File: src/rtl/smbus_seq_pkg.sv
package smbus_seq_pkg;

  typedef enum logic [1:0] {
    OP_START = 2'd0,
    OP_STOP  = 2'd1,
    OP_WRITE = 2'd2,
    OP_READ  = 2'd3
  } opKind_t;

  typedef enum logic [3:0] {
    X_QUICK, X_BYTE, X_BDATA, X_WORD, X_BLOCK, X_PCALL, X_BPCALL, X_I2CBLK, X_BAD
  } xfer_t;

  localparam logic [4:0] RC_OK      = 5'h00;
  localparam logic [4:0] RC_DNAK    = 5'h10;
  localparam logic [4:0] RC_DERR    = 5'h11;
  localparam logic [4:0] RC_TIMEOUT = 5'h18;
  localparam logic [4:0] RC_UNSUP   = 5'h19;
  localparam logic [4:0] RC_PEC     = 5'h1F;

  typedef struct packed {
    logic       clearDone;
    logic       setStatus;
    logic [4:0] code;
    logic       crcClear;
    logic       crcUpdate;
    logic       crcFromRx;
    logic       storeData;
    logic       storeCount;
  } dpCtl_t;

  function automatic xfer_t protoDecode(input logic [6:0] p);
    case (p)
      7'h02, 7'h03: return X_QUICK;
      7'h04, 7'h05: return X_BYTE;
      7'h06, 7'h07: return X_BDATA;
      7'h08, 7'h09: return X_WORD;
      7'h0A, 7'h0B: return X_BLOCK;
      7'h0C:        return X_PCALL;
      7'h0D:        return X_BPCALL;
      7'h4A, 7'h4B: return X_I2CBLK;
      default:      return X_BAD;
    endcase
  endfunction

  function automatic logic [7:0] crc8Next(input logic [7:0] crc, input logic [7:0] b);
    logic [7:0] c;
    c = crc ^ b;
    for (int i = 0; i < 8; i++) c = c[7] ? ((c << 1) ^ 8'h07) : (c << 1);
    return c;
  endfunction

endpackage

File: src/rtl/smbus_seq_dp.sv
module smbus_seq_dp
  import smbus_seq_pkg::*;
#(
  parameter int DATA_BYTES = 32,
  parameter int ADDR_W     = 6,
  localparam int IDX_W     = $clog2(DATA_BYTES),
  localparam int CNT_W     = $clog2(DATA_BYTES + 1)
) (
  input  logic              clk,
  input  logic              rstN,
  input  logic              hostWrEn,
  input  logic [ADDR_W-1:0] hostWrAddr,
  input  logic [7:0]        hostWrData,
  input  logic [ADDR_W-1:0] hostRdAddr,
  output logic [7:0]        hostRdData,
  input  logic              busy,
  input  dpCtl_t            dpCtl,
  input  logic [IDX_W-1:0]  idx,
  input  logic [7:0]        txByte,
  input  logic [7:0]        rxByte,
  output logic [6:0]        targetAddr,
  output logic [7:0]        cmdByte,
  output logic [CNT_W-1:0]  countLen,
  output logic [7:0]        dataAtIdx,
  output logic [7:0]        crcValue
);
  localparam logic [ADDR_W-1:0] A_PROTO = ADDR_W'(0);
  localparam logic [ADDR_W-1:0] A_STAT  = ADDR_W'(1);
  localparam logic [ADDR_W-1:0] A_ADDR  = ADDR_W'(2);
  localparam logic [ADDR_W-1:0] A_CMD   = ADDR_W'(3);
  localparam logic [ADDR_W-1:0] A_DATA  = ADDR_W'(4);
  localparam logic [ADDR_W-1:0] A_COUNT = ADDR_W'(4 + DATA_BYTES);
  localparam logic [7:0]        MAX_CNT = 8'(DATA_BYTES);

  logic [7:0] protoReg, addrReg, cmdReg, countReg, crcReg;
  logic [7:0] dataMem [DATA_BYTES];
  logic       statusDone;
  logic [4:0] statusCode;

  function automatic logic [7:0] clampCnt(input logic [7:0] v);
    return (v > MAX_CNT) ? MAX_CNT : v;
  endfunction

  logic              hostHitsData;
  logic [IDX_W-1:0]  hostIdx;
  logic [ADDR_W-1:0] hostOff, rdOff;
  assign hostOff      = hostWrAddr - A_DATA;
  assign hostIdx      = hostOff[IDX_W-1:0];
  assign hostHitsData = (hostWrAddr >= A_DATA) && (hostWrAddr < A_COUNT);
  assign rdOff        = hostRdAddr - A_DATA;

  always_ff @(posedge clk) begin
    if (!rstN) begin
      protoReg   <= '0;
      addrReg    <= '0;
      cmdReg     <= '0;
      countReg   <= '0;
      crcReg     <= '0;
      statusDone <= 1'b0;
      statusCode <= '0;
      for (int i = 0; i < DATA_BYTES; i++) dataMem[i] <= '0;
    end else begin
      if (hostWrEn) begin
        if (hostWrAddr == A_PROTO && !busy) protoReg <= hostWrData;
        if (hostWrAddr == A_ADDR)  addrReg  <= hostWrData;
        if (hostWrAddr == A_CMD)   cmdReg   <= hostWrData;
        if (hostWrAddr == A_COUNT) countReg <= clampCnt(hostWrData);
        if (hostHitsData)          dataMem[hostIdx] <= hostWrData;
      end
      if (dpCtl.storeData)  dataMem[idx] <= rxByte;
      if (dpCtl.storeCount) countReg     <= clampCnt(rxByte);
      if (dpCtl.crcClear)       crcReg <= '0;
      else if (dpCtl.crcUpdate) crcReg <= crc8Next(crcReg, dpCtl.crcFromRx ? rxByte : txByte);
      if (dpCtl.setStatus) begin
        statusDone <= 1'b1;
        statusCode <= dpCtl.code;
      end else if (dpCtl.clearDone) begin
        statusDone <= 1'b0;
      end
    end
  end

  always_comb begin
    hostRdData = '0;
    if (hostRdAddr == A_PROTO)      hostRdData = protoReg;
    else if (hostRdAddr == A_STAT)  hostRdData = {statusDone, 2'b00, statusCode};
    else if (hostRdAddr == A_ADDR)  hostRdData = addrReg;
    else if (hostRdAddr == A_CMD)   hostRdData = cmdReg;
    else if (hostRdAddr == A_COUNT) hostRdData = countReg;
    else if (hostRdAddr > A_DATA - 1 && hostRdAddr < A_COUNT)
      hostRdData = dataMem[rdOff[IDX_W-1:0]];
  end

  assign targetAddr = addrReg[7:1];
  assign cmdByte    = cmdReg;
  assign countLen   = countReg[CNT_W-1:0];
  assign dataAtIdx  = dataMem[idx];
  assign crcValue   = crcReg;

  AST_COUNT_CLAMP: assert property (@(posedge clk) disable iff (!rstN)
    countReg <= MAX_CNT);
  AST_PROTO_HELD: assert property (@(posedge clk) disable iff (!rstN)
    (busy && $past(busy)) |-> $stable(protoReg));
  AST_DONE_CLEAR: assert property (@(posedge clk) disable iff (!rstN)
    (dpCtl.clearDone && !dpCtl.setStatus) |=> !statusDone);

endmodule

File: src/rtl/smbus_seq_ctrl.sv
module smbus_seq_ctrl
  import smbus_seq_pkg::*;
#(
  parameter int DATA_BYTES     = 32,
  parameter int TIMEOUT_CYCLES = 512,
  localparam int IDX_W         = $clog2(DATA_BYTES),
  localparam int CNT_W         = $clog2(DATA_BYTES + 1),
  localparam int TMO_W         = $clog2(TIMEOUT_CYCLES + 1)
) (
  input  logic             clk,
  input  logic             rstN,
  input  logic             protoWrite,
  input  logic [7:0]       protoData,
  input  logic [6:0]       targetAddr,
  input  logic [7:0]       cmdByte,
  input  logic [CNT_W-1:0] countLen,
  input  logic [7:0]       dataAtIdx,
  input  logic [7:0]       crcValue,
  output logic             opReq,
  output opKind_t          opKind,
  output logic [7:0]       opByte,
  output logic             opNackLast,
  input  logic             opAck,
  input  logic [7:0]       opRxByte,
  input  logic             opRxNack,
  output logic             busy,
  output logic [IDX_W-1:0] idx,
  output dpCtl_t           dpCtl
);
  localparam logic [7:0] MAX_CNT = 8'(DATA_BYTES);

  typedef enum logic [3:0] {
    S_IDLE, S_START, S_ADDR1, S_CMD, S_WCNT, S_WDATA, S_WPEC,
    S_RSTART, S_ADDR2, S_RCNT, S_RDATA, S_RPEC, S_STOP
  } state_t;

  state_t           state, stateNext;
  xfer_t            xType, newType;
  logic             isRd, usePec;
  logic [4:0]       errCode, errNext;
  logic [IDX_W-1:0] idxNext;
  logic [CNT_W-1:0] len, lenNext;
  logic [TMO_W-1:0] waitCnt;
  logic             timedOut, lastIdx, isCall;
  logic [7:0]       rxClamped;
  state_t           stWrDone, stRdDone;

  assign newType   = protoDecode(protoData[6:0]);
  assign busy      = (state != S_IDLE);
  assign lastIdx   = (CNT_W'(idx) + CNT_W'(1)) == len;
  assign isCall    = (xType == X_PCALL) || (xType == X_BPCALL);
  assign stWrDone  = isCall ? S_RSTART : (usePec ? S_WPEC : S_STOP);
  assign stRdDone  = usePec ? S_RPEC : S_STOP;
  assign rxClamped = (opRxByte > MAX_CNT) ? MAX_CNT : opRxByte;

  always_comb begin
    opReq      = 1'b1;
    opKind     = OP_WRITE;
    opByte     = '0;
    opNackLast = 1'b0;
    case (state)
      S_IDLE:           opReq = 1'b0;
      S_START,
      S_RSTART:         opKind = OP_START;
      S_STOP:           opKind = OP_STOP;
      S_ADDR1:          opByte = {targetAddr,
                                  ((xType == X_QUICK) || (xType == X_BYTE)) ? isRd : 1'b0};
      S_ADDR2:          opByte = {targetAddr, 1'b1};
      S_CMD:            opByte = cmdByte;
      S_WCNT:           opByte = 8'(countLen);
      S_WDATA:          opByte = dataAtIdx;
      S_WPEC:           opByte = crcValue;
      S_RCNT:           opKind = OP_READ;
      S_RDATA: begin
        opKind     = OP_READ;
        opNackLast = lastIdx && !usePec;
      end
      S_RPEC: begin
        opKind     = OP_READ;
        opNackLast = 1'b1;
      end
      default:          opReq = 1'b0;
    endcase
  end

  assign timedOut = opReq && !opAck && (waitCnt == TMO_W'(TIMEOUT_CYCLES - 1));

  always_comb begin
    stateNext = state;
    idxNext   = idx;
    lenNext   = len;
    errNext   = errCode;
    dpCtl     = '0;
    if (timedOut) begin
      dpCtl.setStatus = 1'b1;
      dpCtl.code      = RC_TIMEOUT;
      stateNext       = S_IDLE;
    end else if (state == S_IDLE) begin
      if (protoWrite) begin
        dpCtl.clearDone = 1'b1;
        dpCtl.crcClear  = 1'b1;
        errNext         = RC_OK;
        idxNext         = '0;
        if (newType == X_BAD) begin
          dpCtl.setStatus = 1'b1;
          dpCtl.code      = RC_UNSUP;
        end else begin
          stateNext = S_START;
        end
      end
    end else if (opAck) begin
      case (state)
        S_START:  stateNext = S_ADDR1;
        S_RSTART: stateNext = S_ADDR2;
        S_ADDR1: begin
          dpCtl.crcUpdate = 1'b1;
          if (opRxNack) begin
            errNext = RC_DNAK; stateNext = S_STOP;
          end else begin
            case (xType)
              X_QUICK: stateNext = S_STOP;
              X_BYTE:  if (isRd) begin idxNext = '0; lenNext = CNT_W'(1); stateNext = S_RDATA; end
                       else stateNext = S_CMD;
              default: stateNext = S_CMD;
            endcase
          end
        end
        S_CMD: begin
          dpCtl.crcUpdate = 1'b1;
          idxNext = '0;
          if (opRxNack) begin
            errNext = RC_DERR; stateNext = S_STOP;
          end else begin
            case (xType)
              X_BYTE:   stateNext = stWrDone;
              X_BDATA:  if (isRd) stateNext = S_RSTART;
                        else begin lenNext = CNT_W'(1); stateNext = S_WDATA; end
              X_WORD:   if (isRd) stateNext = S_RSTART;
                        else begin lenNext = CNT_W'(2); stateNext = S_WDATA; end
              X_PCALL:  begin lenNext = CNT_W'(2); stateNext = S_WDATA; end
              X_BLOCK:  stateNext = isRd ? S_RSTART : S_WCNT;
              X_BPCALL: stateNext = S_WCNT;
              X_I2CBLK: if (isRd) stateNext = S_RSTART;
                        else if (countLen == '0) stateNext = stWrDone;
                        else begin lenNext = countLen; stateNext = S_WDATA; end
              default:  stateNext = S_STOP;
            endcase
          end
        end
        S_WCNT: begin
          dpCtl.crcUpdate = 1'b1;
          lenNext = countLen;
          if (opRxNack) begin errNext = RC_DERR; stateNext = S_STOP; end
          else stateNext = (countLen == '0) ? stWrDone : S_WDATA;
        end
        S_WDATA: begin
          dpCtl.crcUpdate = 1'b1;
          idxNext = idx + 1'b1;
          if (opRxNack) begin errNext = RC_DERR; stateNext = S_STOP; end
          else if (lastIdx) begin idxNext = '0; stateNext = stWrDone; end
        end
        S_WPEC: begin
          if (opRxNack) errNext = RC_DERR;
          stateNext = S_STOP;
        end
        S_ADDR2: begin
          dpCtl.crcUpdate = 1'b1;
          idxNext = '0;
          if (opRxNack) begin
            errNext = RC_DNAK; stateNext = S_STOP;
          end else begin
            case (xType)
              X_BLOCK, X_BPCALL: stateNext = S_RCNT;
              X_BDATA:           begin lenNext = CNT_W'(1); stateNext = S_RDATA; end
              X_WORD, X_PCALL:   begin lenNext = CNT_W'(2); stateNext = S_RDATA; end
              default:           if (countLen == '0) stateNext = stRdDone;
                                 else begin lenNext = countLen; stateNext = S_RDATA; end
            endcase
          end
        end
        S_RCNT: begin
          dpCtl.crcUpdate  = 1'b1;
          dpCtl.crcFromRx  = 1'b1;
          dpCtl.storeCount = 1'b1;
          lenNext = rxClamped[CNT_W-1:0];
          stateNext = (rxClamped == 8'd0) ? stRdDone : S_RDATA;
        end
        S_RDATA: begin
          dpCtl.crcUpdate = 1'b1;
          dpCtl.crcFromRx = 1'b1;
          dpCtl.storeData = 1'b1;
          idxNext = idx + 1'b1;
          if (lastIdx) stateNext = stRdDone;
        end
        S_RPEC: begin
          if (opRxByte != crcValue) errNext = RC_PEC;
          stateNext = S_STOP;
        end
        S_STOP: begin
          dpCtl.setStatus = 1'b1;
          dpCtl.code      = errCode;
          stateNext       = S_IDLE;
        end
        default: stateNext = S_IDLE;
      endcase
    end
  end

  always_ff @(posedge clk) begin
    if (!rstN) begin
      state   <= S_IDLE;
      xType   <= X_QUICK;
      isRd    <= 1'b0;
      usePec  <= 1'b0;
      errCode <= RC_OK;
      idx     <= '0;
      len     <= '0;
      waitCnt <= '0;
    end else begin
      state   <= stateNext;
      errCode <= errNext;
      idx     <= idxNext;
      len     <= lenNext;
      if (!opReq || opAck || timedOut) waitCnt <= '0;
      else                             waitCnt <= waitCnt + 1'b1;
      if (state == S_IDLE && protoWrite) begin
        xType  <= newType;
        isRd   <= protoData[0];
        usePec <= protoData[7] && (newType != X_QUICK) && (newType != X_I2CBLK);
      end
    end
  end

  AST_REQ_HOLD: assert property (@(posedge clk) disable iff (!rstN)
    (opReq && !opAck && !timedOut) |=> (opReq && $stable(opKind) && $stable(opByte)));
  AST_NACK_ONLY_READ: assert property (@(posedge clk) disable iff (!rstN)
    (opReq && opNackLast) |-> (opKind == OP_READ));
  AST_UNSUP_SILENT: assert property (@(posedge clk) disable iff (!rstN)
    (!busy && protoWrite && newType == X_BAD) |=> !opReq);
  AST_TIMEOUT_DROP: assert property (@(posedge clk) disable iff (!rstN)
    timedOut |=> !opReq);

endmodule

File: src/rtl/smbus_seq.sv
module smbus_seq
  import smbus_seq_pkg::*;
#(
  parameter int DATA_BYTES     = 32,
  parameter int ADDR_W         = 6,
  parameter int TIMEOUT_CYCLES = 512
) (
  input  logic              clk,
  input  logic              rstN,
  input  logic              regWrEn,
  input  logic [ADDR_W-1:0] regWrAddr,
  input  logic [7:0]        regWrData,
  input  logic [ADDR_W-1:0] regRdAddr,
  output logic [7:0]        regRdData,
  output logic              opReq,
  output logic [1:0]        opKind,
  output logic [7:0]        opByte,
  output logic              opNackLast,
  input  logic              opAck,
  input  logic [7:0]        opRxByte,
  input  logic              opRxNack
);
  localparam int IDX_W = $clog2(DATA_BYTES);
  localparam int CNT_W = $clog2(DATA_BYTES + 1);

  dpCtl_t           dpCtl;
  opKind_t          kindInt;
  logic             busy, protoWrite;
  logic [IDX_W-1:0] idx;
  logic [6:0]       targetAddr;
  logic [7:0]       cmdByte, dataAtIdx, crcValue;
  logic [CNT_W-1:0] countLen;

  assign protoWrite = regWrEn && (regWrAddr == '0);
  assign opKind     = kindInt;

  smbus_seq_dp #(.DATA_BYTES(DATA_BYTES), .ADDR_W(ADDR_W)) u_dp (
    .clk(clk), .rstN(rstN),
    .hostWrEn(regWrEn), .hostWrAddr(regWrAddr), .hostWrData(regWrData),
    .hostRdAddr(regRdAddr), .hostRdData(regRdData),
    .busy(busy), .dpCtl(dpCtl), .idx(idx),
    .txByte(opByte), .rxByte(opRxByte),
    .targetAddr(targetAddr), .cmdByte(cmdByte), .countLen(countLen),
    .dataAtIdx(dataAtIdx), .crcValue(crcValue)
  );

  smbus_seq_ctrl #(.DATA_BYTES(DATA_BYTES), .TIMEOUT_CYCLES(TIMEOUT_CYCLES)) u_ctrl (
    .clk(clk), .rstN(rstN),
    .protoWrite(protoWrite), .protoData(regWrData),
    .targetAddr(targetAddr), .cmdByte(cmdByte), .countLen(countLen),
    .dataAtIdx(dataAtIdx), .crcValue(crcValue),
    .opReq(opReq), .opKind(kindInt), .opByte(opByte), .opNackLast(opNackLast),
    .opAck(opAck), .opRxByte(opRxByte), .opRxNack(opRxNack),
    .busy(busy), .idx(idx), .dpCtl(dpCtl)
  );

endmodule

File: config.mk
export PLATFORM = sky130hd
export DESIGN_NAME = smbus_seq
export DESIGN_NICKNAME = d
export VERILOG_FILES = /design/src/rtl/smbus_seq_pkg.sv /design/src/rtl/smbus_seq_dp.sv /design/src/rtl/smbus_seq_ctrl.sv /design/src/rtl/smbus_seq.sv
export SDC_FILE = /design/constraint.sdc
export NUM_CORES = 1
export LEC_CHECK = 0
export ABC_CLOCK_PERIOD_IN_PS = 12600
export BUFFER_PORTS_ARGS = -buffer_cell sky130_fd_sc_hd__buf_2
export CAP_MARGIN = 20
export CORE_MARGIN = 2
export CORE_UTILIZATION = 30
export CTS_BUF_LIST = sky130_fd_sc_hd__clkbuf_4 sky130_fd_sc_hd__clkbuf_8 sky130_fd_sc_hd__clkbuf_16
export CTS_CLUSTER_DIAMETER = 200
export DETAILED_ROUTE_END_ITERATION = 16
export PLACE_DENSITY = 0.41
export REMOVE_ABC_BUFFERS = 1
export SLEW_MARGIN = 10
export SYNTH_ARGS = -nofsm -noshare
export SYNTH_HDL_FRONTEND = slang
export SYNTH_SLANG_ARGS = --single-unit
export TNS_END_PERCENT = 100
File: constraint.sdc
create_clock -name clk -period 12.6 [get_ports clk]
set_clock_uncertainty 0.05 [all_clocks]
set_input_delay 1.89 -clock clk [delete_from_list [all_inputs] [get_ports clk]]
set_output_delay 1.89 -clock clk [all_outputs]
set_load 0.03 [all_outputs]
* Word-level counts from Yosys, hierarchy flattened
Memory sizes are Yosys's and may differ from the RTL's. A register that Yosys moved wholly into a read port is not among the register bits.
Cells that the tools add are included.
W data, S select, Z words.
** Word-level totals
- Register bits :: 82
- Memory bits (writable) :: 256
- Bits of input ports :: 33
- Output and inout bits :: 20
- Word-level logic and storage cells :: 281
- Memories kept :: 1
** Memory list
- u_dp.dataMem :: depth 32, bits a word 8, rd ports 2, clocked after memory_dff 1, wr ports 32, RTL line smbus_seq_dp.sv:36 : logic [7:0] dataMem [DATA_BYTES];
** Cells by class
- Add/sub/neg operators :: 5
- $lt $le $gt $ge :: 6
- Equal/unequal tests :: 65
- Muxes and demuxes :: 112
- Bitwise gates (word level) :: 12
- Reductions and logical operators :: 65
** Operators with widths (count)
- $mux W8 :: 15
- $mux W5 :: 18
- $mux W6 :: 14
- $mux W4 :: 20
- $pmux W8 S6 :: 1
- $eq A7 B4 Y1 const B :: 6
- $pmux W4 S10 :: 1
- $reduce_or A2 Y1 :: 17
- $eq A4 B3 Y1 const B :: 8
- $pmux W4 S8 :: 1
- $pmux W6 S5 :: 1
- $eq A7 B3 Y1 const B :: 4
- $mux W3 :: 9
- $eq A4 B4 Y1 const B :: 6
- $eq A6 B2 Y1 const B :: 4
- $not A3 Y3 :: 8
- $pmux W4 S6 :: 1
- $pmux W6 S4 :: 1
- $mux W1 :: 21
- $pmux W5 S4 :: 1
- $logic_not A6 Y1 :: 3
- $ne A3 B1 Y1 const B :: 6
- $pmux W6 S3 :: 1
- $eq A4 B2 Y1 const B :: 4
- other kinds (47) :: 94

* Logic depth before layout (Yosys ltp)
Gate-level depths: netlist of the first run.
- Word-level depth :: 26
- Depth in mapped cells :: 13

* Cells and area by module
Synthesis of the first run repeated with hierarchy kept, for this count alone.
** Second synthesis, totals
- Cells, all modules :: 1764
- Area total of the unflattened synthesis :: 21441.8 µm²
** By module, submodules not included
- smbus_seq_dp :: times used 1, cells each 1303, area an instance 18220.0 µm², sequential area each 8608.3 µm²
- smbus_seq_ctrl :: times used 1, cells each 459, area an instance 3199.3 µm², sequential area each 680.7 µm²
- smbus_seq :: times used 1, cells each 2, area an instance 22.5 µm², sequential area each 0.0 µm²

* Worst setup path after synthesis of the first run
OpenSTA, ideal clock, no wires.
- Path kind :: input port to output port
- From :: input port regRdAddr[2]
- To :: output port regRdData[4]
- Data arrival time :: 5354 ps
- Data required time :: 10660 ps
- Slack :: 5306 ps
- Stages :: 10
- Buffers on the path :: 3
- Cells stage by stage :: clkbuf_1 > clkbuf_1 > inv_1 > ha_1 > xor2_1 > clkbuf_1 > mux4_2 > mux2_2 > a221oi_1 > o21ai_0
** On the way
- Word-level cells in the longest chain between the ends :: 8
- Elaborated cells between the ends (all ways) :: 16
** RTL lines
- start, declared :: RTL line smbus_seq.sv:13 : input logic [ADDR_W-1:0] regRdAddr,
- $sub A5 B3 Y5, or another cell as far along :: RTL line smbus_seq_dp.sv:50 : assign rdOff = hostRdAddr - A_DATA;
- $mem_v2 Z32 W8 / $logic_and A1 B1 Y1 (equally long branches)
- $mux W8 :: RTL line smbus_seq_dp.sv:90 : else if (hostRdAddr > A_DATA - 1 && hostRdAddr < A_COUNT)
- $mux W8 :: RTL line smbus_seq_dp.sv:89 : else if (hostRdAddr == A_COUNT) hostRdData = countReg;
- $mux W8 :: RTL line smbus_seq_dp.sv:88 : else if (hostRdAddr == A_CMD) hostRdData = cmdReg;
- $mux W8 :: RTL line smbus_seq_dp.sv:87 : else if (hostRdAddr == A_ADDR) hostRdData = addrReg;
- $mux W8 :: RTL line smbus_seq_dp.sv:86 : else if (hostRdAddr == A_STAT) hostRdData = {statusDone, 2'b00, statusCode};
- $mux W8 (*) :: RTL line smbus_seq_dp.sv:85 : if (hostRdAddr == A_PROTO) hostRdData = protoReg;
- end, declared :: RTL line smbus_seq.sv:14 : output logic [7:0] regRdData,
Every way passes the cells marked *; elsewhere a longest branch is shown, timed or not.

* Final worst setup path of the first run
- From :: input port regRdAddr[0]
- To :: output port regRdData[3]
Same word-level chain as after synthesis.

==> out/metrics.cfg, run 1 <==
[critical_path]
rrSetupSlack_ns = 8.42
critPathRequiredTime_ns = 10.66
path_class = input pin to output port
worstPathArrival_ns = 5.44
r2r_end = u_dp.dataMem[5][6]
path_max_fanout = 51
worst_setup_path_start_kind = input pin
end_kind = output port
r2r_start = u_ctrl.state[2]
reg2reg_depth = 7

[timing]
timing.final.crit_share_pct = 58.6
finalHoldViolations = 0
fmaxAchievable_mhz = 136
period_needed_ns = 7.38
relSlewSlack_pct = 19.0
rsz0062_at_grt = false
worst_pin_slew_ns = 1.21
fin_setup_tns_ns = 0
final_max_slew_viol_count = 0
finalSetupViolations = 0

[clocking]
ctsHoldBuffers = 0
h-tree-depth = 2
cts_sinks = 340
cts_setup_buffers = 0
clock_path_buffers = 3
clk_pin_slew_ns = 0.06
root_buffer = clkbuf_16
cts_buffers = 41
cts_resized = 0
cts_tree = yes
clk_latency_ns = 0.58

[floorplanning]
chipHeight_um = 269
row_count = 97
io_pins = 53
start_util_pct = 30.2
coreArea_um2 = 69800
dieArea_um2 = 72400
dieWidth_um = 269

[logic_synthesis]
syn_area_um2 = 21100
ys_warn_count = 0
postSynthAreaPerCell_um2 = 11.6
ys_ff_latch = 340
synth_edf_count = 256
synth_async_sr_flop_share_pct = 0
postSynthCellCount = 1819
synth_top_flop_cell = edfxtp_1
ys_seq_area_share_pct = 44.5
synth_cell_types = 87

[routing]
ant_nets = 0
drt_iter0_drc = 1961
wl_per_cell_um = 33.3
firstDrtPassIters = 6
vias = 16900
via_per_inst = 6.13
drc = 0
routed_wl_um = 91700

[placed_design]
placed_cells = 2675
dp_hpwl_um = 63200
io_buffers = 52
place.gp.congestion = 0.907

[pwr]
vdd_drop_max_mv = 0.0925
power_density_nw_per_um2 = 120
power_leakage_nw = 7.72

[global_route]
grt_pass1_wl_um = 127000
antenna_found_initial = 4
grt_max_degree = 74
grt_overflow = 0
grt_pass1_vias = 16100
grt_use_total_pct = 25.1

[hold_path]
min_from = u_dp.protoReg[3]
hold-path-cell-count = 2
hold_end = u_dp.protoReg[3]
hp-class = register to register

[layout]
syn_to_final_growth_pct = 10.7
drive_gt1_share_pct = 17.7
antenna-diode-count = 0
fin_nets = 1823
multiInputGateArea_um2 = 10800
seq_area_um2 = 9380
instances_no_fill = 2751
final.fill_count = 6966

[flow_run]
drv_cap = 0

[status]
status = complete, no violations

==> worst max-delay path, cell delays in order <==
cell,delay (ns)
buf_4,0.46
buf_4,0.79
mux4_2,0.61
mux4_2,0.51
mux2_2,0.33
a221oi_1,0.27
o21ai_0,0.27
buf_2,0.28
==> stage by stage <==
stage / total power, mW / area (um2) / hold slack [ns] / utilization, % / setup slack [ns]
3_3_place_gp: 1.61 / 22000 / 0.391 / 31.5 / 5.18
6_report: 2.79 / 23300 / 0.406 / 33.4 / 5.22
3_5_place_dp: 1.61 / 22000 / 0.401 / 31.5 / 5.18
2_1_floorplan: 1.42 / 20200 / 0.376 / - / 5.79
5_1_grt: 2.86 / 23300 / 0.435 / 33.4 / 4.99
4_1_cts: 2.80 / 23300 / 0.410 / 33.4 / 5.16
==> power by group <==
part	switching, mW	internal [mW]
Sequential	0.0576	1.25
Combinational	0.185	0.0999
Clock	0.512	0.685
Total	0.755	2.04
==> worst max-delay path by stage <==
stage                       from            to  slack [ns]  depth (start not counted)
global placement    regRdAddr[0]  regRdData[3]        5.18                          8
CTS                 regRdAddr[0]  regRdData[3]        5.16                          8
detailed placement  regRdAddr[0]  regRdData[3]        5.18                          8
finish              regRdAddr[0]  regRdData[3]        5.22                          8
global route        regRdAddr[0]  regRdData[3]        4.99                          8
floorplan           regRdAddr[2]  regRdData[4]        5.79                          7
==> cells by family (layout without fill, tap and decap cells) <==
| logic type | after synthesis | in the layout | synth area share (%) |
|---|---|---|---|
| flip-flops | 340 | 340 | 44.5 |
| AND/OR/NAND/NOR | 518 | 518 | 11.8 |
| adder cells (fa/ha/maj) | 11 | 11 | 0.653 |
| multiplexers | 210 | 210 | 18.1 |
| AO/OA/AOI/OAI | 498 | 498 | 18.6 |
| XOR/XNOR | 49 | 49 | 2.11 |
| buffers and inverters | 193 | 185 | 4.33 |
==> registers in the layout, indices dropped and copies added (netlist names), 3 cells and up, named ones only <==
name / count
u_dp.crcValue: 8
u_ctrl.state: 4
u_dp.protoReg: 8
u_dp.countReg: 8
u_dp.cmdByte: 8
u_ctrl.errCode: 3
u_dp.dataMem: 256
u_ctrl.waitCnt: 10
u_dp.statusCode: 4
u_ctrl.idx: 5
u_ctrl.len: 6
u_dp.addrReg: 8
u_ctrl.xType: 4
==> cell type report <==
cell class	count	area share, %
multi-input combinational	1286	46.4
sequential	340	40.2
clock buffer	49	4.71
clock inverter	26	0.907
inverter	23	0.370
timing repair buffer	87	2.35
tap	940	5.04
==> Yosys cell counts, types with 21 or more instances <==
master    instances  share of area (%)
a21oi_1          56                1.3
nor2_1          179                3.2
edfxtp_1        256                 36
o21ai_0          47                1.1
a22oi_1          21               0.75
xnor2_1          27                1.1
a22o_1          259                 11
dfxtp_1          84                8.0
mux2i_1          64                3.0
inv_1            22               0.39
nand3_1          36               0.86
nand2_1         140                2.5
nor3_1           27               0.64
clkbuf_1        123                2.2
mux4_2          117                 13
nand3b_1         35                1.2
==> per-layer routing <==
metal,up-vias,track usage [%],wire (um)
li1,7130,-,-
met1,8774,33.1,38000
met2,781,41.7,43600
met3,173,3.99,6070
met4,2,9.10,3960
met5,-,0,13
==> placed cells by master (no fill, tap or decap), types with 19 or more instances in the layout <==
master	n
dfxtp_1	81
edfxtp_1	256
a21oi_1	56
a22o_1	259
o21ai_0	47
buf_2	50
xor2_1	19
a22oi_1	21
mux4_2	117
xnor2_1	27
nor2_1	178
clkbuf_16	41
nand2_1	140
a221oi_1	20
nor2b_1	20
buf_4	36
mux2i_1	64
nand3_1	36
inv_1	22
nand3b_1	35
nor3_1	26
Note: power is estimated with default switching activity, not from simulation.
==> run 2: changes to the inputs <==
Settings changed: ABC_CLOCK_PERIOD_IN_PS 12600 to 6200, PLACE_DENSITY 0.41 to 0.43.
Clock period 12.6 ns to 6.2 ns, I/O delays scaled along.
==> out/metrics.cfg, run 2 (same netlist as run 1, synthesis figures left out) <==
[status]
status = complete, no violations

[layout]
largestRegisters = u_dp.dataMem: 256 flops, u_ctrl.waitCnt: 10 flops
instances_no_fill = 2766
post-route-util_pct = 33.5
final_common_cell = a22o_1
fin_nets = 1836
multiInputGateArea_um2 = 10800
seq_area_um2 = 9380
final_cell_mix = a22o_1 (259), edfxtp_1 (256), nor2_1 (178)
drive_gt1_share_pct = 18.5
syn_to_final_growth_pct = 11.1
top_register = u_dp.dataMem
largest_reg_flops = 256
final.fill_count = 6971

[critical_path]
path_class = input pin to output port
end_kind = output port
critPathRequiredTime_ns = 5.22
worstPathArrival_ns = 4.12
rrSetupSlack_ns = 1.92
path_max_fanout = 46
worst_setup_path_start_kind = input pin

[placed_design]
placed_cells = 2688
dp_hpwl_um = 63900
place.gp.congestion = 0.980
io_buffers = 52

[global_route]
grt_pass1_wl_um = 126000
grt_overflow = 0
antenna_found_initial = 6
grt_max_degree = 74
grt_use_total_pct = 24.9
grt_pass1_vias = 16200

[clocking]
cts_tree = yes
clock_path_buffers = 3
clk_pin_slew_ns = 0.06
root_buffer = clkbuf_16
cts_setup_buffers = 0
cts_resized = 0
ctsHoldBuffers = 0
h-tree-depth = 2
clk_latency_ns = 0.59
cts_sinks = 340
cts_buffers = 42

[timing]
rsz0062_at_grt = false
timing.final.crit_share_pct = 82.2
relSlewSlack_pct = 17.3
worst_pin_slew_ns = 1.24
finalSetupViolations = 0
fin_setup_tns_ns = 0
final_max_slew_viol_count = 0
period_needed_ns = 5.10
finalHoldViolations = 0
fmaxAchievable_mhz = 196

[floorplanning]
dieArea_um2 = 72400
start_util_pct = 30.2
row_count = 97
coreArea_um2 = 69800
io_pins = 53
dieWidth_um = 269
chipHeight_um = 269

[routing]
drc = 0
via_per_inst = 6.17
wl_per_cell_um = 32.7
ant_nets = 0
vias = 17100
drt_iter0_drc = 2140
routed_wl_um = 90600
firstDrtPassIters = 6

[pwr]
vdd_drop_max_mv = 0.181
power_density_nw_per_um2 = 242
power_leakage_nw = 7.79

[flow_run]
drv_cap = 0

[hold_path]
hp-class = register to register

run 2: cell types whose count changed in the layout (fill, tap and decap cells not counted), sizes merged:
| cell | change |
|---|---|
| diode | +1 |
| buf | +12 |
| inv | +1 |
| clkinv | -4 |
| bufinv | -2 |
| clkbuf | +9 |
| clkinvlp | -2 |
run 2: critical path, stage by stage:
cell and delay, ns:
buf_4 0.64, buf_4 0.39, mux4_2 0.52, mux4_2 0.46, mux2_2 0.29, a221oi_1 0.30, o21ai_0 0.27, buf_2 0.25
run 2: routing by layer:
layer  track usage, %  vias to the layer above  part of all wire (%)
met2             40.0                      825                    47
met1             33.4                     8899                    42
li1                 -                     7172                     -
met5                0                        -                 0.045
met3             4.19                      152                   6.9
met4             9.65                        6                   4.1
run 2: stage by stage:
step / total power [mW] / cell area [um2] / setup WS [ns] / hold slack (ns)
4_1_cts: 5.69 / 23400 / 1.05 / 0.406
3_3_place_gp: 3.27 / 22100 / 1.06 / 0.391
6_report: 5.68 / 23400 / 1.10 / 0.407
3_5_place_dp: 3.28 / 22100 / 1.06 / 0.399
2_1_floorplan: 2.90 / 20200 / 0.706 / 0.376
5_1_grt: 5.81 / 23400 / 0.847 / 0.422
run 2: final timing paths:
check / cells after the start / startpoint / endpoint
worst max-delay path: 8 / regRdAddr[0] / regRdData[4]
worst min-delay path: 2 / u_dp.protoReg[1] / u_dp.protoReg[1]
worst max register to register: 7 / u_ctrl.state[2] / u_dp.dataMem[25][7]
worst min register to register: 2 / u_dp.protoReg[1] / u_dp.protoReg[1]
run 2: power by group:
| group | leakage, nW | internal, mW | switching, mW |
|---|---|---|---|
| clock network | 0.679 | 1.39 | 1.04 |
| logic | 4.00 | 0.207 | 0.380 |
| registers | 3.11 | 2.54 | 0.113 |
| total | 7.79 | 4.14 | 1.54 |
run 2: cell type report:
| cell class | count | share of cell area, % |
|---|---|---|
| flip-flops and latches | 340 | 40.0 |
| clock inverters | 19 | 0.593 |
| repair buffers | 99 | 2.63 |
| diodes | 1 | 0.0107 |
| clock buffers | 58 | 5.08 |
| well taps | 940 | 5.02 |
| multi-input cells | 1286 | 46.2 |
| inverters | 23 | 0.369 |
==> run 3: changes to the inputs <==
Settings changed: ABC_CLOCK_PERIOD_IN_PS 6200 to 5000, PLACE_DENSITY 0.43 to 0.41.
Clock period 6.2 ns to 5 ns, I/O delays scaled along.
==> out/metrics.cfg, run 3 (same netlist as run 1, synthesis figures left out) <==
[pwr]
p_int_mw = 5.23
swShare_pct = 26.9
vdd_drop_max_mv = 0.224
switchingPower_mw = 1.93
p_clk_share_pct = 43.6
power_leakage_nw = 7.88
p_comb_share_pct = 10.3
pwr-share-seq_pct = 46.1
power_density_nw_per_um2 = 304

[global_route]
grt_pass1_wl_um = 129000
grt_max_degree = 61
grt_use_total_pct = 25.4
grt_pass1_vias = 16200
antenna_found_initial = 2
grt_overflow = 0

[routing]
vias = 17100
drc = 0
wl_per_cell_um = 33.6
routed_wl_um = 93300
ant_nets = 0
drt_iter0_drc = 1924
via_per_inst = 6.16
firstDrtPassIters = 5

[hold_path]
hp-class = register to register

[critical_path]
end_kind = output port
path_max_fanout = 31
worst_setup_path_start_kind = input pin
worstPathArrival_ns = 3.78
critPathRequiredTime_ns = 4.20
path_class = input pin to output port

[layout]
fin_nets = 1850
syn_to_final_growth_pct = 11.9
antenna-diode-count = 0
final_common_cell = a22o_1
largest_reg_flops = 256
largestRegisters = u_dp.dataMem: 256 flops, u_ctrl.waitCnt: 10 flops
top_register = u_dp.dataMem
final_cell_mix = a22o_1 (259), edfxtp_1 (256), nor2_1 (179)
drive_gt1_share_pct = 18.9

[status]
status = complete, no violations

[clocking]
cts_tree = yes
cts_buffers = 42
h-tree-depth = 2
cts_sinks = 340
clk_latency_ns = 0.59
clock_path_buffers = 3
cts_resized = 0
ctsHoldBuffers = 0
cts_setup_buffers = 0
clk_pin_slew_ns = 0.05
root_buffer = clkbuf_16

[placed_design]
place.gp.congestion = 0.932
io_buffers = 52
dp_hpwl_um = 66100

[timing]
period_needed_ns = 4.58
rsz0062_at_grt = false
timing.hold.ws_ns = 0.405
final_max_slew_viol_count = 0
worst_pin_slew_ns = 1.02
finalHoldViolations = 0
timing.final.crit_share_pct = 91.5
fmaxAchievable_mhz = 219
relSlewSlack_pct = 32.1
fin_setup_tns_ns = 0
finalSetupViolations = 0

[floorplanning]
io_pins = 53
dieArea_um2 = 72400
start_util_pct = 30.2
chipHeight_um = 269
dieWidth_um = 269
row_count = 97
coreArea_um2 = 69800

[flow_run]
drv_cap = 0

-- run 3: changes by cell type in the layout (fill, tap and decap cells not counted), moves of 2 or more --
cell / change
buf_4: +14
clkinv_2: -6
clkbuf_16: +2
clkbuf_4: -2
clkinvlp_4: +2
-- run 3: per-stage QoR --
stage                     cells  cell area, um2  power [mW]  utilization, %  worst slack [ns]
final                      2776           23600        7.16            33.8             0.424
after global routing       2776           23600        7.32            33.8             0.265
after CTS                  2776           23600        7.19            33.8             0.392
after detailed placement   2702           22200        4.08            31.8             0.408
after global placement     2702           22200        4.08            31.8             0.464
after floorplan            1649           20200        3.59               -            -0.494
-- run 3: power groups by stage --
stage | Clock [mW] | Sequential [mW] | Combinational [mW]
floorplan | 0 | 3.24 | 0.350
global placement | 0 | 3.36 | 0.721
detailed placement | 0 | 3.35 | 0.727
CTS | 3.17 | 3.29 | 0.729
global route | 3.26 | 3.30 | 0.763
finish | 3.12 | 3.30 | 0.739
-- run 3: path summary, 6_finish.rpt --
kind	to	cells past startpoint	slack, ns	startpoint
hold reg to reg	u_dp.protoReg[4]	2	0.41	u_dp.protoReg[4]
setup reg to reg	u_dp.crcValue[6]	10	0.98	register
setup / recovery	regRdData[7]	8	0.42	regRdAddr[0]
hold / removal	u_dp.protoReg[4]	2	0.41	u_dp.protoReg[4]
-- run 3: worst max-delay path, cell delays in order --
cell and delay [ns]:
buf_4 0.48, buf_4 0.27, mux4_2 0.49, mux4_2 0.53, mux2_2 0.30, a221oi_1 0.41
o21ai_0 0.27, buf_2 0.24
-- run 3: cell type report --
class                           instances  area (um2)
Multi-Input combinational cell       1286       10800
Inverter                               23        86.3
Tap cell                              940        1180
Clock buffer                           58        1220
Fill cell                            6990       46200
Timing Repair Buffer                  113         736
Clock inverter                         16         153
Sequential cell                       340        9380
-- run 3: routing by layer --
layer / wire length, um / GRT usage (%)
met5: 0 / 0
met4: 3760 / 9.47
met3: 6300 / 4.46
met2: 44300 / 42.1
met1: 38900 / 33.3
